### config.mk
export PLATFORM = sky130hd
export DESIGN_NAME = ide_pio_timer
export DESIGN_NICKNAME = d
export VERILOG_FILES = /design/src/rtl/ide_pio_pkg.sv /design/src/rtl/ide_tim_regs.sv /design/src/rtl/ide_tim_decode.sv /design/src/rtl/ide_strobe_fsm.sv /design/src/rtl/ide_pio_timer.sv
export SDC_FILE = /design/constraint.sdc
export NUM_CORES = 1
export LEC_CHECK = 0
export BUFFER_PORTS_ARGS = -buffer_cell sky130_fd_sc_hd__buf_4
export CORE_AREA = 8 8 95 97
export CTS_CLUSTER_SIZE = 40
export DETAILED_ROUTE_END_ITERATION = 6
export DIE_AREA = 0 0 103 105
export MAX_ROUTING_LAYER = met4
export PLACE_DENSITY = 0.78
export SYNTH_ARGS = -nofsm -noshare
export SYNTH_HDL_FRONTEND = slang
export SYNTH_SLANG_ARGS = --single-unit
### constraint.sdc
create_clock -name clk -period 3.15 [get_ports clk]
set_input_delay 0.4725 -clock clk [delete_from_list [all_inputs] [get_ports clk]]
set_output_delay 0.4725 -clock clk [all_outputs]
set_load 0.05 [all_outputs]
### src/rtl/ide_pio_pkg.sv
package ide_pio_pkg;

  localparam int CNT_W = 5;

  typedef enum logic [2:0] {
    PH_IDLE   = 3'd0,
    PH_SETUP  = 3'd1,
    PH_ACTIVE = 3'd2,
    PH_RECOV  = 3'd3,
    PH_DONE   = 3'd4
  } phase_e;

  typedef struct packed {
    logic [CNT_W-1:0] setup;
    logic [CNT_W-1:0] active;
    logic [CNT_W-1:0] recov;
  } ptime_t;

  // Two-bit setup code; the mapping is deliberately non-monotonic.
  function automatic logic [CNT_W-1:0] setup_len(input logic [1:0] code);
    logic [CNT_W-1:0] len;
    case (code)
      2'b00:   len = CNT_W'(4);
      2'b10:   len = CNT_W'(3);
      2'b01:   len = CNT_W'(2);
      default: len = CNT_W'(5);
    endcase
    return len;
  endfunction

  // Nibble to clock count, zero standing for sixteen.
  function automatic logic [CNT_W-1:0] nib_len(input logic [3:0] nib);
    logic [CNT_W-1:0] len;
    if (nib == 4'd0) len = CNT_W'(16);
    else             len = CNT_W'(nib);
    return len;
  endfunction

endpackage

### src/rtl/ide_tim_regs.sv
module ide_tim_regs
  import ide_pio_pkg::*;
#(
  parameter int ADDR_W = 3,
  parameter int NSETS  = 3
) (
  input  logic              clk,
  input  logic              rst_n,
  input  logic              we,
  input  logic [ADDR_W-1:0] addr,
  input  logic [7:0]        wdata,
  output logic [7:0]        setup_q [NSETS],
  output logic [7:0]        pack_q  [NSETS],
  output logic [7:0]        cmd_q,
  output logic [7:0]        rdata
);

  localparam int CMD_ADDR = 2 * NSETS;

  generate
    for (genvar g = 0; g < NSETS; g++) begin : g_set
      logic setup_en;
      logic pack_en;
      assign setup_en = we && (addr == ADDR_W'(2 * g));
      assign pack_en  = we && (addr == ADDR_W'(2 * g + 1));

      always_ff @(posedge clk or negedge rst_n) begin
        if (!rst_n) begin
          setup_q[g] <= 8'h00;
        end else if (setup_en) begin
          setup_q[g] <= wdata;
        end
      end

      always_ff @(posedge clk or negedge rst_n) begin
        if (!rst_n) begin
          pack_q[g] <= 8'h00;
        end else if (pack_en) begin
          pack_q[g] <= wdata;
        end
      end
    end
  endgenerate

  logic cmd_en;
  assign cmd_en = we && (addr == ADDR_W'(CMD_ADDR));

  always_ff @(posedge clk or negedge rst_n) begin
    if (!rst_n) begin
      cmd_q <= 8'h00;
    end else if (cmd_en) begin
      cmd_q <= wdata;
    end
  end

  always_comb begin
    rdata = 8'h00;
    for (int i = 0; i < NSETS; i++) begin
      if (addr == ADDR_W'(2 * i))     rdata = setup_q[i];
      if (addr == ADDR_W'(2 * i + 1)) rdata = pack_q[i];
    end
    if (addr == ADDR_W'(CMD_ADDR)) rdata = cmd_q;
  end

endmodule

### src/rtl/ide_tim_decode.sv
module ide_tim_decode
  import ide_pio_pkg::*;
#(
  parameter int REV_THRESH = 1
) (
  input  logic [7:0] setup_byte,
  input  logic [7:0] pack_byte,
  input  logic [7:0] cmd_byte,
  input  logic       use_cmd,
  input  logic [1:0] rev_code,
  output ptime_t     tim
);

  logic [7:0]       pk;
  logic [CNT_W-1:0] act_raw;
  logic [CNT_W-1:0] act_len;
  logic [CNT_W-1:0] rec_raw;
  logic [CNT_W-1:0] rec_bump;
  logic [CNT_W-1:0] rec_len;

  always_comb begin
    pk      = use_cmd ? cmd_byte : pack_byte;
    act_raw = nib_len(pk[7:4]);
    rec_raw = nib_len(pk[3:0]);

    // Active floor of two clocks.
    if (act_raw == CNT_W'(1)) act_len = CNT_W'(2);
    else                      act_len = act_raw;

    // A long active phase cannot be followed by a single recovery clock.
    if ((act_len > CNT_W'(3)) && (rec_raw == CNT_W'(1))) rec_bump = CNT_W'(2);
    else                                                  rec_bump = rec_raw;

    // Later revisions count one extra recovery clock.
    if (rev_code > 2'(REV_THRESH)) rec_len = rec_bump + CNT_W'(1);
    else                           rec_len = rec_bump;

    tim.setup  = setup_len(setup_byte[7:6]);
    tim.active = act_len;
    tim.recov  = rec_len;
  end

endmodule

### src/rtl/ide_strobe_fsm.sv
module ide_strobe_fsm
  import ide_pio_pkg::*;
#(
  parameter int NCHAN = 2
) (
  input  logic             clk,
  input  logic             rst_n,
  input  logic             req,
  input  logic             req_write,
  input  logic             req_chan,
  input  ptime_t           tim,
  output logic             ack,
  output logic [NCHAN-1:0] cs,
  output logic             rd_stb,
  output logic             wr_stb,
  output logic             done
);

  localparam logic [CNT_W-1:0] ONE = CNT_W'(1);

  phase_e           phase_q, phase_d;
  logic [CNT_W-1:0] cnt_q, cnt_d;
  ptime_t           tim_q;
  logic             wr_q;
  logic             chan_q;
  logic             load_en;

  always_comb begin
    phase_d = phase_q;
    cnt_d   = cnt_q;
    load_en = 1'b0;
    case (phase_q)
      PH_IDLE: begin
        if (req) begin
          load_en = 1'b1;
          phase_d = PH_SETUP;
          cnt_d   = tim.setup - ONE;
        end
      end
      PH_SETUP: begin
        if (cnt_q == '0) begin
          phase_d = PH_ACTIVE;
          cnt_d   = tim_q.active - ONE;
        end else begin
          cnt_d = cnt_q - ONE;
        end
      end
      PH_ACTIVE: begin
        if (cnt_q == '0) begin
          phase_d = PH_RECOV;
          cnt_d   = tim_q.recov - ONE;
        end else begin
          cnt_d = cnt_q - ONE;
        end
      end
      PH_RECOV: begin
        if (cnt_q == '0) begin
          phase_d = PH_DONE;
        end else begin
          cnt_d = cnt_q - ONE;
        end
      end
      PH_DONE:  phase_d = PH_IDLE;
      default:  phase_d = PH_IDLE;
    endcase
  end

  always_ff @(posedge clk or negedge rst_n) begin
    if (!rst_n) begin
      phase_q <= PH_IDLE;
      cnt_q   <= '0;
    end else begin
      phase_q <= phase_d;
      cnt_q   <= cnt_d;
    end
  end

  always_ff @(posedge clk or negedge rst_n) begin
    if (!rst_n) begin
      tim_q  <= '0;
      wr_q   <= 1'b0;
      chan_q <= 1'b0;
    end else if (load_en) begin
      tim_q  <= tim;
      wr_q   <= req_write;
      chan_q <= req_chan;
    end
  end

  logic in_access;
  assign in_access = (phase_q == PH_SETUP) || (phase_q == PH_ACTIVE) ||
                     (phase_q == PH_RECOV);

  generate
    for (genvar c = 0; c < NCHAN; c++) begin : g_cs
      assign cs[c] = in_access && (chan_q == 1'(c));
    end
  endgenerate

  assign ack    = load_en;
  assign rd_stb = (phase_q == PH_ACTIVE) && !wr_q;
  assign wr_stb = (phase_q == PH_ACTIVE) && wr_q;
  assign done   = (phase_q == PH_DONE);

endmodule

### src/rtl/ide_pio_timer.sv
module ide_pio_timer
  import ide_pio_pkg::*;
#(
  parameter int ADDR_W     = 3,
  parameter int NSETS      = 3,
  parameter int REV_THRESH = 1
) (
  input  logic              clk,
  input  logic              rst_n,
  input  logic [1:0]        rev_code,
  input  logic              cfg_we,
  input  logic [ADDR_W-1:0] cfg_addr,
  input  logic [7:0]        cfg_wdata,
  output logic [7:0]        cfg_rdata,
  input  logic              req,
  input  logic [1:0]        req_drive,
  input  logic              req_write,
  input  logic              req_cmd,
  output logic              ack,
  output logic [1:0]        cs,
  output logic              rd_stb,
  output logic              wr_stb,
  output logic              done
);

  localparam int SHARED_SET = NSETS - 1;
  localparam int SEL_W      = $clog2(NSETS);

  // Reset synchronizer: asserts asynchronously, releases on a clock edge.
  logic rst_s1_n, rst_q_n;
  always_ff @(posedge clk or negedge rst_n) begin
    if (!rst_n) begin
      rst_s1_n <= 1'b0;
      rst_q_n  <= 1'b0;
    end else begin
      rst_s1_n <= 1'b1;
      rst_q_n  <= rst_s1_n;
    end
  end

  logic [7:0] setup_q [NSETS];
  logic [7:0] pack_q  [NSETS];
  logic [7:0] cmd_q;

  ide_tim_regs #(.ADDR_W(ADDR_W), .NSETS(NSETS)) u_regs (
    .clk     (clk),
    .rst_n   (rst_q_n),
    .we      (cfg_we),
    .addr    (cfg_addr),
    .wdata   (cfg_wdata),
    .setup_q (setup_q),
    .pack_q  (pack_q),
    .cmd_q   (cmd_q),
    .rdata   (cfg_rdata)
  );

  // Drive to timing set: each primary drive owns one, the secondary pair shares the last.
  logic [SEL_W-1:0] set_sel;
  logic             req_chan;
  always_comb begin
    req_chan = req_drive[1];
    if (req_drive[1]) set_sel = SEL_W'(SHARED_SET);
    else              set_sel = SEL_W'(req_drive[0]);
  end

  ptime_t tim;
  ide_tim_decode #(.REV_THRESH(REV_THRESH)) u_dec (
    .setup_byte (setup_q[set_sel]),
    .pack_byte  (pack_q[set_sel]),
    .cmd_byte   (cmd_q),
    .use_cmd    (req_cmd),
    .rev_code   (rev_code),
    .tim        (tim)
  );

  ide_strobe_fsm #(.NCHAN(2)) u_fsm (
    .clk       (clk),
    .rst_n     (rst_q_n),
    .req       (req),
    .req_write (req_write),
    .req_chan  (req_chan),
    .tim       (tim),
    .ack       (ack),
    .cs        (cs),
    .rd_stb    (rd_stb),
    .wr_stb    (wr_stb),
    .done      (done)
  );

endmodule

==> impl_metrics.toml, run 1 <==
[placement]
io_buffers = 33
placed_cell_area_sq_mm = 0.00470
hpwl_mm = 6.45
routabilityCongestion = 0.866
place_inst = 511

[power]
swShare = 0.373
total_power_mw = 3.63
seq_power_share = 0.427
irDropWorstVdd_uv = 329
p_comb_frac = 0.372
clockPowerShare = 0.201
switchingPower_mw = 1.35
p_leak_nw = 2.13
p_int_mw = 2.28
powerDensity_mw_per_mm2 = 741

[finish]
fillCellCount = 625
finalInstanceArea_sq_mm = 0.00490
final_core_util = 0.650
area_growth_pct = 11.6
stdcell_count = 528
drive_above_1_share = 0.296
antenna_cells = 0
nets = 452

[synthesis]
avgSynthCellArea_sq_um = 11.3
synthesis.area_sq_mm = 0.00439
ys_seq_elements = 78
synthFlopType = "dfrtp_1"
syn_inst = 390
synthDistinctLibCells = 59
synth_top_area_cell = "dfrtp_1"
yosysMostFrequentCell = "dfrtp_1"
synth_top_cell_area_share = 0.445
yosysWarnings = 0
yosysSeqAreaShare = 0.445
yosys-top-cells-count = "dfrtp_1 (78), mux2_2 (56), nand2_1 (36)"
async_flop_share = 1.00
synth-edff-count = 0
synth_area_leaders = "dfrtp_1 (44%), mux2_2 (14%), mux2i_1 (4.6%)"
syn-num-nets = 421

[clocking]
h-tree-depth = 3
path_clk_slew_ns = 0.08
cts_resized = 0
cts_tree = "done"
clk_latency_ns = 0.36
cts.root.buffer_cell = "clkbuf_8"
numCtsBuffers = 9
postCtsSetupBuffers = 0
ctsLongestPathBuffers = 2
clkSinkCount = 78

[sta]
min_period_ns = 2.48
fin_worst_skew_ns = 0.00668
max_freq_mhz = 403
finalSetupTns_ns = 0
min_period_over_period = 0.788
slew_viol_final = 0
tightest_slew_ns = 0.963
setup_viol = 0
rsz0062_at_grt = "no"
hold_violations = 0
max-slew-margin-rel = 0.354

[route]
drtPass1Iterations = 4
drc = 0
routed_wl_mm = 9.25
routed_via_density = 5.81
drt_iter0_markers = 132
postRouteAntennaNets = 0
routedWlPerCell_microns = 17.5
vias = 3068

[worst_hold_path]
worst_hold_path_type = "input port to flip-flop"

[grt]
grt_pass1_wl_mm = 15.9
grt_use_total = 0.195
antenna_found_initial = 0
grt_max_degree = 43
grt_pass1_vias = 3179
top_usage_layer = "met2"
grtUsageMet2 = 0.304
met3_usage = 0.0524
met1_usage = 0.241
grt_overflow_total = 0

[critical_path]
crit_chain = "nor2_4 > nand3b_2 > clkinv_1 > buf_4"
cpPeakStageDelay_ns = 0.65
crit_type = "flip-flop to primary output"
cpMaxStageDelayCell = "dfrtp_1"
cp_max_fo = 18
crit_family = "flip-flops"
cp.arrival_ns = 2.01
startpoint_type = "flip-flop"
path_buf_inv = 2
worstPathRequired_ns = 2.68
endpoint_kind = "primary output"

[floorplanning]
die_area_sq_mm = 0.0108
fp.dieH_microns = 105
core_sq_mm = 0.00753
ios = 35
num_rows = 32
die_w_microns = 103
initial_core_util = 0.583

[job]
drv_cap = 0

[status]
outcome = "finished clean"
==> final timing paths <==
kind | start | to | depth (start not counted) | slack (ns)
setup / recovery | u_fsm.phase_q[1]$_DFFE_PN0P_ | ack | 4 | 0.67
max in group asynchronous | rst_q_n$_DFF_PN0_ | u_regs.pack_q[17]$_DFFE_PN0P_ | 1 | 2.09
hold / removal | req_write | u_fsm.wr_q$_DFFE_PN0P_ | 3 | 0.32
setup reg to reg | u_fsm.cnt_q[0]$_DFFE_PN0P_ | u_fsm.cnt_q[2]$_DFFE_PN0P_ | 7 | 0.91
min in group asynchronous | rst_q_n$_DFF_PN0_ | u_fsm.tim_q[4]$_DFFE_PN0P_ | 0 | 0.37
hold reg to reg | rst_s1_n$_DFF_PN0_ | rst_q_n$_DFF_PN0_ | 0 | 0.36
==> cell type report <==
cell class | instances | area (sq um) | share of cell area
Multi-Input combinational cell | 281 | 2280 | 0.467
Sequential cell | 78 | 1950 | 0.399
Timing Repair Buffer | 36 | 285 | 0.0583
Tap cell | 102 | 128 | 0.0261
Clock buffer | 9 | 124 | 0.0253
Clock inverter | 7 | 65.1 | 0.0133
Inverter | 15 | 56.3 | 0.0115
==> worst min-delay path, cell delays in order <==
cell and delay, ns:
buf_4 0.07, nand2_1 0.04, nand2_1 0.05
==> layout by cell type, fill, tap and decap left out, drive strengths merged, types with 2 or more instances in the layout <==
cell type / synthesis / layout
dfrtp: 78 / 78
mux2: 65 / 65
nand2: 36 / 36
buf: 8 / 35
o21ai: 24 / 24
mux2i: 20 / 20
nor2: 18 / 18
inv: 13 / 13
a21oi: 10 / 10
ha: 10 / 10
xnor2: 9 / 9
clkbuf: 8 / 9
nor3: 9 / 9
nor2b: 7 / 7
mux4: 6 / 6
clkinv: 2 / 6
nand2b: 5 / 5
o22ai: 5 / 5
o211ai: 5 / 5
o221ai: 4 / 4
xor2: 4 / 4
a211oi: 4 / 4
o21a: 3 / 3
a22o: 3 / 3
or2b: 3 / 3
or2: 3 / 3
and2: 2 / 2
nor4b: 2 / 2
nand3: 2 / 2
a22oi: 2 / 2
a31oi: 2 / 2
clkinvlp: 0 / 2
nand3b: 2 / 2
a311oi: 2 / 2
nor3b: 2 / 2
==> per-stage QoR <==
| stage | worst slack (ns) | hold slack [ns] |
|---|---|---|
| 6_report | 0.667 | 0.316 |
| 5_1_grt | 0.478 | 0.324 |
| 4_1_cts | 0.650 | 0.299 |
| 3_5_place_dp | 0.723 | 0.255 |
| 3_3_place_gp | 0.785 | 0.255 |
| 2_1_floorplan | 0.318 | 0.177 |
==> logic make-up after synthesis <==
group | share of synthesized area
compound gates | 0.104
mux | 0.244
simple gates | 0.115
other cells | 0.000855
buf+inv | 0.0345
fa+ha+maj | 0.0308
xor+xnor | 0.0259
flops | 0.445
==> flip-flops by register name, summed over array words and instances, names as in the netlist <==
signal / flops
rst_s1_n: 1
u_fsm.tim_q: 10
u_fsm.chan_q: 1
u_regs.pack_q: 24
u_fsm.phase_q: 3
u_fsm.wr_q: 1
rst_q_n: 1
u_regs.setup_q: 24
u_regs.cmd_q: 8
u_fsm.cnt_q: 5
==> layer usage <==
| metal | part of all wire | up-vias | wire (microns) |
|---|---|---|---|
| met5 | 0 | - | 0 |
| met3 | 0.038 | 11 | 353 |
| met4 | 0.016 | 0 | 144 |
| met2 | 0.49 | 53 | 4500 |
| met1 | 0.46 | 1532 | 4250 |
| li1 | - | 1472 | - |
==> power by group through the flow <==
stage	clock network [mW]	logic [mW]	registers, mW
4_1_cts	0.752	1.37	1.55
2_1_floorplan	0	1.10	1.48
3_3_place_gp	0	1.31	1.55
5_1_grt	0.788	1.51	1.60
6_report	0.730	1.35	1.55
3_5_place_dp	0	1.36	1.57
==> timing repair <==
item / CTS / global route
endpoints found under the setup margin: 0 / 0
hold buffers: 1 / 0
hold endpoints to repair: 2 / 0
(Power assumes the default switching activity.)
==> run 2: changes to the inputs <==
--- a/config.mk
+++ b/config.mk
@@ -6,12 +6,12 @@
 export NUM_CORES = 1
 export LEC_CHECK = 0
 export BUFFER_PORTS_ARGS = -buffer_cell sky130_fd_sc_hd__buf_4
-export CORE_AREA = 8 8 95 97
+export CORE_AREA = 8 8 100 102
 export CTS_CLUSTER_SIZE = 40
 export DETAILED_ROUTE_END_ITERATION = 6
-export DIE_AREA = 0 0 103 105
+export DIE_AREA = 0 0 108 110
 export MAX_ROUTING_LAYER = met4
-export PLACE_DENSITY = 0.78
+export PLACE_DENSITY = 0.74
 export SYNTH_ARGS = -nofsm -noshare
 export SYNTH_HDL_FRONTEND = slang
 export SYNTH_SLANG_ARGS = --single-unit
==> constraint.sdc (replaced) <==
create_clock -name clk -period 2.06 [get_ports clk]
set_input_delay 0.309 -clock clk [delete_from_list [all_inputs] [get_ports clk]]
set_output_delay 0.309 -clock clk [all_outputs]
set_load 0.05 [all_outputs]
==> impl_metrics.toml, run 2 (same netlist as run 1, synthesis figures left out) <==
[finish]
reg_top3 = "u_regs.pack_q: 24 flops, u_regs.setup_q: 24 flops, u_fsm.tim_q: 10 flops"
drive_above_1_share = 0.341
nets = 475
final_common_cell = "dfrtp_1"
antenna_cells = 0
fillCellCount = 697
stdcell_count = 557
area_growth_pct = 18.0
final_cell_mix = "dfrtp_1 (77), buf_4 (57), mux2_2 (56)"

[grt]
antenna_found_initial = 0
grt_pass1_wl_mm = 16.5
grt_pass1_vias = 3432
grt_overflow_total = 0
grt_use_total = 0.184
grt_max_degree = 77

[route]
drtPass1Iterations = 4
routed_via_density = 5.70
routed_wl_mm = 9.80
routedWlPerCell_microns = 17.6
vias = 3177
postRouteAntennaNets = 0
drt_iter0_markers = 191
drc = 0

[floorplanning]
num_rows = 34
ios = 35
die_area_sq_mm = 0.0119
initial_core_util = 0.518
fp.dieH_microns = 110
core_sq_mm = 0.00847
die_w_microns = 108

[clocking]
ctsLongestPathBuffers = 2
clk_latency_ns = 0.35
numCtsBuffers = 9
h-tree-depth = 3
postCtsSetupBuffers = 0
clkSinkCount = 78
cts_tree = "done"
cts.root.buffer_cell = "clkbuf_8"
path_clk_slew_ns = 0.08

[sta]
min_period_over_period = 0.971
hold_violations = 0
finalSetupTns_ns = 0
fin_hold_ws_ns = 0.155
max_freq_mhz = 500
rsz0062_at_grt = "no"
setup_viol = 0
min_period_ns = 2.00
fin_worst_skew_ns = 0.00947
slew_viol_final = 0
layout_setup_ws_ns = 0.0594

[placement]
place_inst = 540
hpwl_mm = 6.96
pre_cts_ws_ns = 0.0107
io_buffers = 33
routabilityCongestion = 0.910

[critical_path]
cp_max_fo = 3
cpPeakStageDelay_ns = 0.47
r2r_end = "u_fsm.tim_q[0]$_DFFE_PN0P_"
reg2reg_slack_ns = 0.16
endpoint_kind = "primary output"
cpMaxStageDelayCell = "mux4_2"
path_buf_inv = 1
crit_type = "flip-flop to primary output"
crit_family = "multiplexers"
startpoint_type = "flip-flop"
worstPathRequired_ns = 1.75
reg2reg_from = "u_regs.pack_q[22]$_DFFE_PN0P_"
crit_chain = "mux4_2 > mux2_2 > buf_4"
cp.arrival_ns = 1.69
reg2reg_depth = 6

[power]
total_power_mw = 6.09
p_leak_nw = 2.28
powerDensity_mw_per_mm2 = 1180
irDropWorstVdd_uv = 608

[job]
drv_cap = 0

[worst_hold_path]
hold_start = "req_write"
worst_hold_path_type = "input port to flip-flop"
whs_path_depth = 3
whs_endpoint = "u_fsm.wr_q$_DFFE_PN0P_"

[status]
outcome = "finished clean"
[run 2: cell type report]
cell class | count | area, sq um | share of cell area
clock buffer | 10 | 138 | 0.0266
inverter | 15 | 56.3 | 0.0109
tap | 108 | 135 | 0.0261
clock inverter | 6 | 133 | 0.0256
timing repair buffer | 59 | 458 | 0.0884
sequential | 78 | 1950 | 0.377
multi-input combinational | 281 | 2310 | 0.445
[run 2: how the worst max path moves through the flow]
| stage | cells past startpoint | endpoint | slack, ns | from |
|---|---|---|---|---|
| global route | 4 | ack | 0.01 | u_fsm.phase_q[1]$_DFFE_PN0P_ |
| detailed placement | 7 | u_fsm.tim_q[0]$_DFFE_PN0P_ | 0.01 | req_drive[0] |
| CTS | 3 | cfg_rdata[2] | 0.04 | u_regs.pack_q[10]$_DFFE_PN0P_ |
| floorplan | 2 | wr_stb | 0.04 | u_fsm.phase_q[1]$_DFFE_PN0P_ |
| global placement | 7 | u_fsm.tim_q[0]$_DFFE_PN0P_ | 0.06 | req_drive[0] |
| finish | 3 | cfg_rdata[2] | 0.06 | u_regs.pack_q[10]$_DFFE_PN0P_ |
[run 2: tightest hold or removal path: stages]
cell and delay, ns:
buf_4 0.08, nand2_1 0.04, nand2_1 0.05
[run 2: timing repair]
item                                    in CTS  in global routing
endpoints found under the hold margin        2                  0
hold buffers                                 1                  0
endpoints found under the setup margin       0                  1
gates resized for setup                      0                  1
[run 2: power by group]
group          switching [mW]  total (mW)  internal (mW)
combinational            1.18        2.25           1.06
sequential              0.374        2.33           1.96
clock                   0.556        1.51          0.958
[run 2: stage by stage]
step	area (sq um)	util
6_report	5180	0.612
5_1_grt	5180	0.612
4_1_cts	5180	0.611
3_5_place_dp	4900	0.578
3_3_place_gp	4900	0.578
2_1_floorplan	4410	-
[run 2: routing by layer]
metal,part of all wire,track usage
met4,0.020,0.0763
met2,0.51,0.313
met1,0.44,0.208
met5,0,-
met3,0.031,0.0378
